[config.mk]
export PLATFORM = sky130hd
export DESIGN_NAME = asd_source_decode
export DESIGN_NICKNAME = d
export VERILOG_FILES = /design/src/rtl/asd_pkg.sv /design/src/rtl/asd_fields.sv /design/src/rtl/asd_src_class.sv /design/src/rtl/asd_const_gen.sv /design/src/rtl/asd_dst_check.sv /design/src/rtl/asd_source_decode.sv
export SDC_FILE = /design/constraint.sdc
export NUM_CORES = 1
export LEC_CHECK = 0
export BUFFER_PORTS_ARGS = -buffer_cell sky130_fd_sc_hd__buf_2
export CORE_AREA = 2 2 39 41
export DETAILED_ROUTE_END_ITERATION = 12
export DIE_AREA = 0 0 41 43
export GPL_ROUTABILITY_DRIVEN = 0
export PLACE_DENSITY = 0.86
export SYNTH_ARGS = -nofsm -noshare
export SYNTH_HDL_FRONTEND = slang
export SYNTH_SLANG_ARGS = --single-unit
[constraint.sdc]
create_clock -name vclk -period 1
set_input_delay 0.05 -clock vclk [all_inputs]
set_output_delay 0.05 -clock vclk [all_outputs]
set_load 0.01 [all_outputs]
[src/rtl/asd_pkg.sv]
package asd_pkg;

  localparam int WORD_W = 16;
  localparam int REG_W  = 4;
  localparam int AS_W   = 2;
  localparam int MODE_W = 3;
  localparam int MODE_N = 1 << MODE_W;

  typedef enum logic [MODE_W-1:0] {
    SM_REG   = 3'd0,
    SM_IDX   = 3'd1,
    SM_SYM   = 3'd2,
    SM_ABS   = 3'd3,
    SM_IND   = 3'd4,
    SM_INC   = 3'd5,
    SM_IMM   = 3'd6,
    SM_CONST = 3'd7
  } src_mode_e;

  localparam logic [REG_W-1:0] PC_NUM = 4'd0;
  localparam logic [REG_W-1:0] SR_NUM = 4'd2;
  localparam logic [REG_W-1:0] CG_NUM = 4'd3;

  localparam logic [3:0] DUAL_OPC_MIN = 4'd4;

endpackage

[src/rtl/asd_fields.sv]
module asd_fields #(
  parameter int WORD_W = asd_pkg::WORD_W,
  parameter int REG_W  = asd_pkg::REG_W,
  parameter int AS_W   = asd_pkg::AS_W
) (
  input  logic [WORD_W-1:0] word_i,
  output logic [REG_W-1:0]  src_reg_o,
  output logic [REG_W-1:0]  dst_reg_o,
  output logic [AS_W-1:0]   as_o,
  output logic              ad_o,
  output logic              bw_o,
  output logic [3:0]        opc_o
);

  localparam int DST_LO = 0;
  localparam int AS_LO  = 4;
  localparam int BW_POS = 6;
  localparam int AD_POS = 7;
  localparam int SRC_LO = 8;
  localparam int OPC_LO = WORD_W - 4;

  always_comb begin
    dst_reg_o = word_i[DST_LO +: REG_W];
    as_o      = word_i[AS_LO +: AS_W];
    bw_o      = word_i[BW_POS];
    ad_o      = word_i[AD_POS];
    src_reg_o = word_i[SRC_LO +: REG_W];
    opc_o     = word_i[OPC_LO +: 4];
  end

endmodule

[src/rtl/asd_src_class.sv]
module asd_src_class #(
  parameter int              REG_W = asd_pkg::REG_W,
  parameter int              AS_W  = asd_pkg::AS_W,
  parameter logic [REG_W-1:0] PC_R = asd_pkg::PC_NUM,
  parameter logic [REG_W-1:0] SR_R = asd_pkg::SR_NUM,
  parameter logic [REG_W-1:0] CG_R = asd_pkg::CG_NUM
) (
  input  logic [REG_W-1:0]    src_reg_i,
  input  logic [AS_W-1:0]     as_i,
  output asd_pkg::src_mode_e  mode_o,
  output logic                ext_o
);
  import asd_pkg::*;

  logic is_pc;
  logic is_sr;
  logic is_cg;

  always_comb begin
    is_pc = (src_reg_i == PC_R);
    is_sr = (src_reg_i == SR_R);
    is_cg = (src_reg_i == CG_R);

    unique case (as_i)
      2'b00: mode_o = is_cg ? SM_CONST : SM_REG;
      2'b01: begin
        if (is_cg)      mode_o = SM_CONST;
        else if (is_sr) mode_o = SM_ABS;
        else if (is_pc) mode_o = SM_SYM;
        else            mode_o = SM_IDX;
      end
      2'b10: mode_o = (is_cg || is_sr) ? SM_CONST : SM_IND;
      default: begin
        if (is_cg || is_sr) mode_o = SM_CONST;
        else if (is_pc)     mode_o = SM_IMM;
        else                mode_o = SM_INC;
      end
    endcase

    unique case (mode_o)
      SM_IDX, SM_SYM, SM_ABS, SM_IMM: ext_o = 1'b1;
      default:                        ext_o = 1'b0;
    endcase
  end

endmodule

[src/rtl/asd_const_gen.sv]
module asd_const_gen #(
  parameter int               WORD_W = asd_pkg::WORD_W,
  parameter int               REG_W  = asd_pkg::REG_W,
  parameter int               AS_W   = asd_pkg::AS_W,
  parameter logic [REG_W-1:0] SR_R   = asd_pkg::SR_NUM,
  parameter logic [REG_W-1:0] CG_R   = asd_pkg::CG_NUM
) (
  input  logic [REG_W-1:0]  src_reg_i,
  input  logic [AS_W-1:0]   as_i,
  output logic [WORD_W-1:0] val_o,
  output logic              ok_o
);

  localparam logic [WORD_W-1:0] K_ZERO  = '0;
  localparam logic [WORD_W-1:0] K_ONE   = WORD_W'(1);
  localparam logic [WORD_W-1:0] K_TWO   = WORD_W'(2);
  localparam logic [WORD_W-1:0] K_FOUR  = WORD_W'(4);
  localparam logic [WORD_W-1:0] K_EIGHT = WORD_W'(8);
  localparam logic [WORD_W-1:0] K_MONE  = {WORD_W{1'b1}};

  always_comb begin
    val_o = K_ZERO;
    ok_o  = 1'b0;
    if (src_reg_i == CG_R) begin
      ok_o = 1'b1;
      unique case (as_i)
        2'b00:   val_o = K_ZERO;
        2'b01:   val_o = K_ONE;
        2'b10:   val_o = K_TWO;
        default: val_o = K_MONE;
      endcase
    end else if (src_reg_i == SR_R && as_i[1]) begin
      ok_o  = 1'b1;
      val_o = as_i[0] ? K_EIGHT : K_FOUR;
    end
  end

endmodule

[src/rtl/asd_dst_check.sv]
module asd_dst_check #(
  parameter int               REG_W   = asd_pkg::REG_W,
  parameter logic [REG_W-1:0] CG_R    = asd_pkg::CG_NUM,
  parameter logic [3:0]       OPC_MIN = asd_pkg::DUAL_OPC_MIN
) (
  input  logic [3:0]       opc_i,
  input  logic [REG_W-1:0] dst_reg_i,
  input  logic             ad_i,
  output logic             illegal_o,
  output logic             ext_o
);

  logic dual_form;

  always_comb begin
    dual_form = (opc_i >= OPC_MIN);
    illegal_o = dual_form && !ad_i && (dst_reg_i == CG_R);
    ext_o     = ad_i;
  end

endmodule

[src/rtl/asd_source_decode.sv]
module asd_source_decode #(
  parameter int WORD_W = asd_pkg::WORD_W,
  parameter int REG_W  = asd_pkg::REG_W,
  parameter int AS_W   = asd_pkg::AS_W,
  parameter int MODE_W = asd_pkg::MODE_W
) (
  input  logic [WORD_W-1:0]      insn_word,
  output logic [REG_W-1:0]       src_reg,
  output logic [REG_W-1:0]       dst_reg,
  output logic [AS_W-1:0]        src_as,
  output logic                   dst_ad,
  output logic                   byte_op,
  output logic [MODE_W-1:0]      src_mode,
  output logic [(1<<MODE_W)-1:0] src_mode_oh,
  output logic [WORD_W-1:0]      const_val,
  output logic                   const_ok,
  output logic                   src_ext,
  output logic                   dst_ext,
  output logic                   illegal
);
  import asd_pkg::*;

  localparam int MODE_CNT = 1 << MODE_W;

  logic [3:0]      opc;
  src_mode_e       mode_e;
  logic            cls_ext;
  logic [WORD_W-1:0] cg_val;
  logic            cg_ok;

  asd_fields #(
    .WORD_W (WORD_W),
    .REG_W  (REG_W),
    .AS_W   (AS_W)
  ) u_fields (
    .word_i    (insn_word),
    .src_reg_o (src_reg),
    .dst_reg_o (dst_reg),
    .as_o      (src_as),
    .ad_o      (dst_ad),
    .bw_o      (byte_op),
    .opc_o     (opc)
  );

  asd_src_class #(
    .REG_W (REG_W),
    .AS_W  (AS_W)
  ) u_class (
    .src_reg_i (src_reg),
    .as_i      (src_as),
    .mode_o    (mode_e),
    .ext_o     (cls_ext)
  );

  asd_const_gen #(
    .WORD_W (WORD_W),
    .REG_W  (REG_W),
    .AS_W   (AS_W)
  ) u_cgen (
    .src_reg_i (src_reg),
    .as_i      (src_as),
    .val_o     (cg_val),
    .ok_o      (cg_ok)
  );

  asd_dst_check #(
    .REG_W (REG_W)
  ) u_dchk (
    .opc_i     (opc),
    .dst_reg_i (dst_reg),
    .ad_i      (dst_ad),
    .illegal_o (illegal),
    .ext_o     (dst_ext)
  );

  always_comb begin
    src_mode  = mode_e;
    src_ext   = cls_ext;
    const_ok  = cg_ok;
    const_val = cg_val;
  end

  for (genvar gi = 0; gi < MODE_CNT; gi++) begin : g_oh
    assign src_mode_oh[gi] = (src_mode == MODE_W'(gi));
  end

endmodule

==> insert_results.sql, run 1 <==
INSERT INTO impl_metrics (metric_group, metric, value, unit) VALUES
('outcome', 'status', 'finished with violations', ''),
('outcome', 'failed_checks', 'negative setup slack', ''),
('placed_design', 'port_buffers', '55', ''),
('synth', 'cell_taking_the_most_area_after_synthesis', 'sky130_fd_sc_hd__buf_4', ''),
('synth', 'synth_top_area_share', '0.440', ''),
('final_layout', 'antennaDiodeCount', '0', ''),
('routing', 'avgRoutedWirePerCell', '10.2', 'um'),
('sta', 'max_slew_margin', '0.840', ''),
('clocking', 'postCtsHoldBufs', '0', ''),
('sta', 'rsz_0062_raised_after_global_routing', 'yes', ''),
('power_and_ir_drop', 'power_per_cell_area', '358', 'mW/mm^2'),
('synth', 'post_synth_main_area_contributors', 'sky130_fd_sc_hd__buf_4 (44%), sky130_fd_sc_hd__and3_1 (6.1%), sky130_fd_sc_hd__nor2_1 (4.6%)', ''),
('critical_path', 'worst-setup-path-type', 'in -> out', ''),
('routing', 'dr.pass1.iters', '4', ''),
('global_route', 'first_global_vias', '381', ''),
('final_layout', 'area_used_by_multi_input_combinational_logic', '234', 'sq um'),
('min_path', 'min_path_cells', '0', ''),
('sta', 'hold-worst-slack', '0.100', 'ns'),
('sta', 'timing.final.ws_setup', '-0.0522', 'ns'),
('global_route', 'globalRoute.totalOverflow', '0', ''),
('final_layout', 'drive_above_1_share', '0.714', ''),
('run', 'max_cap_viol_count', '0', ''),
('synth', 'synth.net_count', '76', ''),
('critical_path', 'number_of_buffer_and_inverter_instances_along_the_worst_setup_path', '2', ''),
('critical_path', 'worst-path-max-fanout', '4', ''),
('sta', 'achievable-frequency', '950', 'MHz'),
('floorplanning', 'floorplan.die.width', '41', 'um'),
('critical_path', 'cp_data_arrival_time', '1.00', 'ns'),
('final_layout', 'design.final.nets', '116', ''),
('global_route', 'grt_antenna_before_repair', '0', ''),
('critical_path', 'critPathTopFamily', 'simple AND/OR/NAND/NOR gates', ''),
('global_route', 'grt_start_max_net_pins', '15', ''),
('floorplanning', 'core_area', '0.00138', 'sq mm'),
('final_layout', 'area.sequential', '0', 'sq um'),
('routing', 'drc_violations', '0', ''),
('sta', 'final_max_slew_viol_count', '0', ''),
('floorplanning', 'die-height', '43', 'um'),
('critical_path', 'slowest_stage', 'sky130_fd_sc_hd__or4_4', ''),
('floorplanning', 'floorplan.initialDensity', '0.296', ''),
('sta', 'timing.final.crit_period', '1.05', 'ns'),
('routing', 'route.final.wire_length', '1170', 'um'),
('placed_design', 'post_dp_cell_area', '562', 'sq um'),
('critical_path', 'critical_path.cell_chain', 'buf_8 -> or4_4 -> o22ai_2 -> buf_2', ''),
('floorplanning', 'fp.dieArea', '0.00176', 'sq mm'),
('min_path', 'timing.hold.worst.start', 'insn_word[6]', ''),
('power_and_ir_drop', 'power_leakage', '0.407', 'nW'),
('routing', 'num_vias', '527', ''),
('critical_path', 'kind_of_end_point_of_the_critical_path', 'output pin', ''),
('synth', 'postSynthAreaPerCell', '6.82', 'sq um'),
('routing', 'dr.first_iter.drc_count', '4', ''),
('final_layout', 'fillerInstances', '143', ''),
('critical_path', 'critPathRequiredTime', '0.95', 'ns'),
('synth', 'synth.lib_cells_used.distinct', '25', ''),
('sta', 'hold_violations', '0', ''),
('synth', 'seq_area_frac_synth', '0', ''),
('routing', 'drt.antenna.violating_nets', '0', ''),
('routing', 'viasPerCell', '4.62', ''),
('final_layout', 'numSequentialCells', '0', ''),
('power_and_ir_drop', 'vdd_ir_drop_max', '0.157', 'mV'),
('floorplanning', 'number_of_primary_i_o_pins', '59', ''),
('critical_path', 'critical-path-max-stage-delay', '0.55', 'ns'),
('min_path', 'min_path_type', 'in -> out', ''),
('final_layout', 'syn_to_layout_area_delta', '50.5', '%'),
('global_route', 'grt_pass1_wl', '1490', 'um'),
('synth', 'yosys.cell_count.top_type', 'sky130_fd_sc_hd__buf_4', ''),
('synth', 'mappedNetlistArea', '409', 'sq um'),
('floorplanning', 'std_cell_rows', '14', ''),
('final_layout', 'finalInstanceArea', '616', 'sq um'),
('synth', 'synth-warning-count', '0', ''),
('sta', 'final-setup-viol-count', '2', ''),
('placed_design', 'dp.final_hpwl', '912', 'um'),
('synth', 'netlist_instances', '60', ''),
('min_path', 'worst_hold_path.endpoint', 'byte_op', ''),
('critical_path', 'critPathLaunchType', 'input pin', ''),
('synth', 'post_synth_most_frequent_cells', 'sky130_fd_sc_hd__buf_4 (24), sky130_fd_sc_hd__nor2_1 (5), sky130_fd_sc_hd__and3_1 (4)', ''),
('sta', 'worst_pin_slew', '0.240', 'ns'),
('final_layout', 'clk_buf_instances', '0', ''),
('global_route', 'globalRouteTotalUtil', '0.111', ''),
('sta', 'fin_crit_sh', '1.05', '');
==> per-stage QoR <==
stage	setup slack, ns	TNS, ns	cells	utilization	total power, mW
2_1_floorplan	0.105	0	60	-	0.134
3_3_place_gp	-0.0533	-0.133	111	0.406	0.199
3_5_place_dp	-0.0771	-0.422	111	0.406	0.202
4_1_cts	-0.0770	-0.0979	112	0.426	0.213
5_1_grt	-0.102	-0.679	114	0.445	0.243
6_report	-0.0522	-0.0663	114	0.445	0.220
==> area by class of cell <==
class,instances,share of cell area
Timing Repair Buffer,63,0.581
Multi-Input combinational cell,34,0.380
Tap cell,16,0.0325
Inverter,1,0.00610
==> repair_timing <==
item                                    CTS  global route
setup buffers                             1             1
endpoints found under the setup margin   16            20
endpoints found under the hold margin     0             0
resized for setup                         6             2
cloned                                    0             1
pin swaps                                 3             3
==> cell usage in the layout, fill, tap and decap left out, drive strengths merged, types with 2 or more instances in the layout <==
cell / n
a21oi: 2
and2: 2
and3: 5
buf: 63
nand2b: 2
nor2: 5
nor2b: 2
nor3b: 2
==> report_power, final <==
part | switching, mW | internal (mW)
logic | 0.109 | 0.112
registers | 0 | 0
clock network | 0 | 0
total | 0.109 | 0.112
==> worst max path at each step <==
stage / to / slack, ns / startpoint / cells past startpoint
6_report: src_ext / -0.05 / insn_word[10] / 4
4_1_cts: src_ext / -0.08 / insn_word[10] / 4
3_5_place_dp: src_ext / -0.08 / insn_word[8] / 4
2_1_floorplan: const_val[10] / 0.11 / insn_word[10] / 3
3_3_place_gp: src_ext / -0.05 / insn_word[8] / 4
5_1_grt: src_ext / -0.10 / insn_word[10] / 4
==> kinds of logic (layout without fill, tap and decap cells) <==
kind of cell | after synthesis | count (layout) | share of synthesized area
buffers and inverters | 27 | 64 | 0.471
xor gates and xnor gates | 1 | 1 | 0.0214
AOI/OAI and AO/OA | 6 | 6 | 0.110
and+or+nand+nor | 26 | 27 | 0.398
==> metal layers <==
layer	vias up	track usage	part of all wire
li1	258	-	-
met5	-	0	0
met3	0	0.0105	0.14
met1	228	0.142	0.37
met4	0	0	0
met2	41	0.200	0.49
(Power assumes the default switching activity.)
==> inputs of run 2 (changes only) <==
--- a/config.mk
+++ b/config.mk
@@ -6,11 +6,14 @@
 export NUM_CORES = 1
 export LEC_CHECK = 0
 export BUFFER_PORTS_ARGS = -buffer_cell sky130_fd_sc_hd__buf_2
-export CORE_AREA = 2 2 39 41
+export CELL_PAD_IN_SITES_DETAIL_PLACEMENT = 0
+export CELL_PAD_IN_SITES_GLOBAL_PLACEMENT = 1
+export CORE_MARGIN = 2
+export CORE_UTILIZATION = 18
 export DETAILED_ROUTE_END_ITERATION = 12
-export DIE_AREA = 0 0 41 43
 export GPL_ROUTABILITY_DRIVEN = 0
-export PLACE_DENSITY = 0.86
+export GPL_TIMING_DRIVEN = 0
+export PLACE_DENSITY = 0.87
 export SYNTH_ARGS = -nofsm -noshare
 export SYNTH_HDL_FRONTEND = slang
 export SYNTH_SLANG_ARGS = --single-unit
==> run 2 against run 1 <==
  * Fmax fell by 2.7%
  * The run still ends with negative setup slack left
  * Flip-flop and latch count stayed put
  * Design area grew 51%
  * Critical endpoint unchanged
  * Power is 28% higher
  * Largest cell class unchanged
  * Final cell count is 31% higher
  * Worst setup slack worse by 0.029 ns
  * Via count increased by 16%
  * Critical path depth did not move
==> insert_results.sql, run 2 (synthesis gave the netlist of run 1 again) <==
INSERT INTO impl_metrics (metric_group, metric, value, unit) VALUES
('routing', 'num_vias', '612', ''),
('global_route', 'globalRoute.totalOverflow', '0', ''),
('floorplanning', 'core_area', '0.00217', 'sq mm'),
('routing', 'route.final.wire_length', '1550', 'um'),
('sta', 'achievable-frequency', '925', 'MHz'),
('sta', 'final_max_slew_viol_count', '0', ''),
('routing', 'drt.antenna.violating_nets', '0', ''),
('global_route', 'globalRouteTotalUtil', '0.0927', ''),
('sta', 'hold_violations', '0', ''),
('final_layout', 'numSequentialCells', '0', ''),
('sta', 'timing.final.crit_period', '1.08', 'ns'),
('routing', 'dr.first_iter.drc_count', '8', ''),
('sta', 'max_slew_margin', '0.829', ''),
('clocking', 'postCtsHoldBufs', '0', ''),
('critical_path', 'worst-path-max-fanout', '4', ''),
('power_and_ir_drop', 'power_per_cell_area', '304', 'mW/mm^2'),
('sta', 'timing.final.ws_setup', '-0.0815', 'ns'),
('critical_path', 'cp_data_arrival_time', '1.03', 'ns'),
('final_layout', 'layout_common_cells', 'sky130_fd_sc_hd__buf_2 (41), sky130_fd_sc_hd__buf_6 (24), sky130_fd_sc_hd__buf_4 (18), sky130_fd_sc_hd__nor2_1 (4), sky130_fd_sc_hd__and3_1 (3)', ''),
('sta', 'tns', '-0.166', 'ns'),
('global_route', 'grt_antenna_before_repair', '0', ''),
('outcome', 'status', 'finished with violations', ''),
('power_and_ir_drop', 'total_power', '283', 'uW'),
('placed_design', 'dp.final_hpwl', '1020', 'um'),
('global_route', 'grt_start_max_net_pins', '12', ''),
('floorplanning', 'floorplan.initialDensity', '0.189', ''),
('floorplanning', 'number_of_primary_i_o_pins', '59', ''),
('sta', 'worst_pin_slew', '0.257', 'ns'),
('final_layout', 'finish.utilization', '0.429', ''),
('routing', 'avgRoutedWirePerCell', '10.4', 'um'),
('critical_path', 'critPathRequiredTime', '0.95', 'ns'),
('global_route', 'busiest_layer', 'met2', ''),
('sta', 'fin_crit_sh', '1.08', ''),
('final_layout', 'fillerInstances', '228', ''),
('sta', 'final-setup-viol-count', '11', ''),
('final_layout', 'syn_to_layout_area_delta', '128', '%'),
('final_layout', 'antennaDiodeCount', '0', ''),
('outcome', 'failed_checks', 'negative setup slack', ''),
('final_layout', 'clk_buf_instances', '0', ''),
('critical_path', 'kind_of_end_point_of_the_critical_path', 'output pin', ''),
('routing', 'dr.pass1.iters', '2', ''),
('final_layout', 'area_used_by_multi_input_combinational_logic', '246', 'sq um'),
('placed_design', 'port_buffers', '56', ''),
('floorplanning', 'std_cell_rows', '17', ''),
('global_route', 'grt_util_met3', '0.0144', ''),
('critical_path', 'worst-setup-path-type', 'in -> out', ''),
('final_layout', 'design.final.nets', '139', ''),
('global_route', 'grt_pass1_wl', '2040', 'um'),
('routing', 'drc_violations', '0', ''),
('sta', 'rsz_0062_raised_after_global_routing', 'yes', ''),
('min_path', 'min_path_type', 'in -> out', ''),
('global_route', 'first_global_vias', '472', ''),
('routing', 'viasPerCell', '4.11', ''),
('final_layout', 'final_common_cell', 'sky130_fd_sc_hd__buf_2', ''),
('floorplanning', 'die-height', '51.7', 'um'),
('power_and_ir_drop', 'vdd_ir_drop_max', '0.133', 'mV'),
('final_layout', 'drive_above_1_share', '0.777', ''),
('final_layout', 'area.sequential', '0', 'sq um'),
('power_and_ir_drop', 'power_leakage', '0.542', 'nW'),
('run', 'max_cap_viol_count', '0', ''),
('floorplanning', 'floorplan.die.width', '51.7', 'um'),
('floorplanning', 'fp.dieArea', '0.00267', 'sq mm'),
('global_route', 'grt_use_met1', '0.113', ''),
('critical_path', 'critPathLaunchType', 'input pin', ''),
('placed_design', 'placement.setup.worst_slack', '-0.169', 'ns'),
('global_route', 'grt.met2_usage', '0.179', '');
[run 2: area by class of cell]
class,instances,share of cell area
Timing Repair Buffer,60,0.445
Tap cell,28,0.0376
Buffer,26,0.249
Multi-Input combinational cell,34,0.265
Inverter,1,0.00403
[run 2: where the power goes]
part	switching, mW	total [mW]	internal [mW]
clock network	0	0	0
registers	0	0	0
logic	0.125	0.283	0.158
[run 2: path summary, 6_finish.rpt]
kind / from / end / cells past startpoint
min: insn_word[6] / byte_op / 2
max: insn_word[10] / src_ext / 4
[run 2: metal layers]
metal	vias to the layer above	share of wire
li1	303	-
met1	266	0.39
met2	43	0.47
met3	0	0.13
met4	0	0
met5	-	0
[run 2: timing repair]
action,in CTS,in global routing
gates resized for setup,21,18
buffers inserted,3,1
endpoints found under the setup margin,22,20
gates cloned,1,0
pin swaps,4,2
[run 2: per-stage QoR]
stage               std cells  cell area (sq um)  hold slack [ns]
finish                    149                931            0.284
global route              149                931            0.289
CTS                       148                838            0.285
detailed placement        144                726            0.285
global placement          144                726            0.287
floorplan                  60                410            0.153
[run 2: critical path, cell delays in order]
cell and delay (ns):
sky130_fd_sc_hd__buf_8 0.10, sky130_fd_sc_hd__or4_4 0.56, sky130_fd_sc_hd__o22ai_2 0.16, sky130_fd_sc_hd__buf_2 0.15
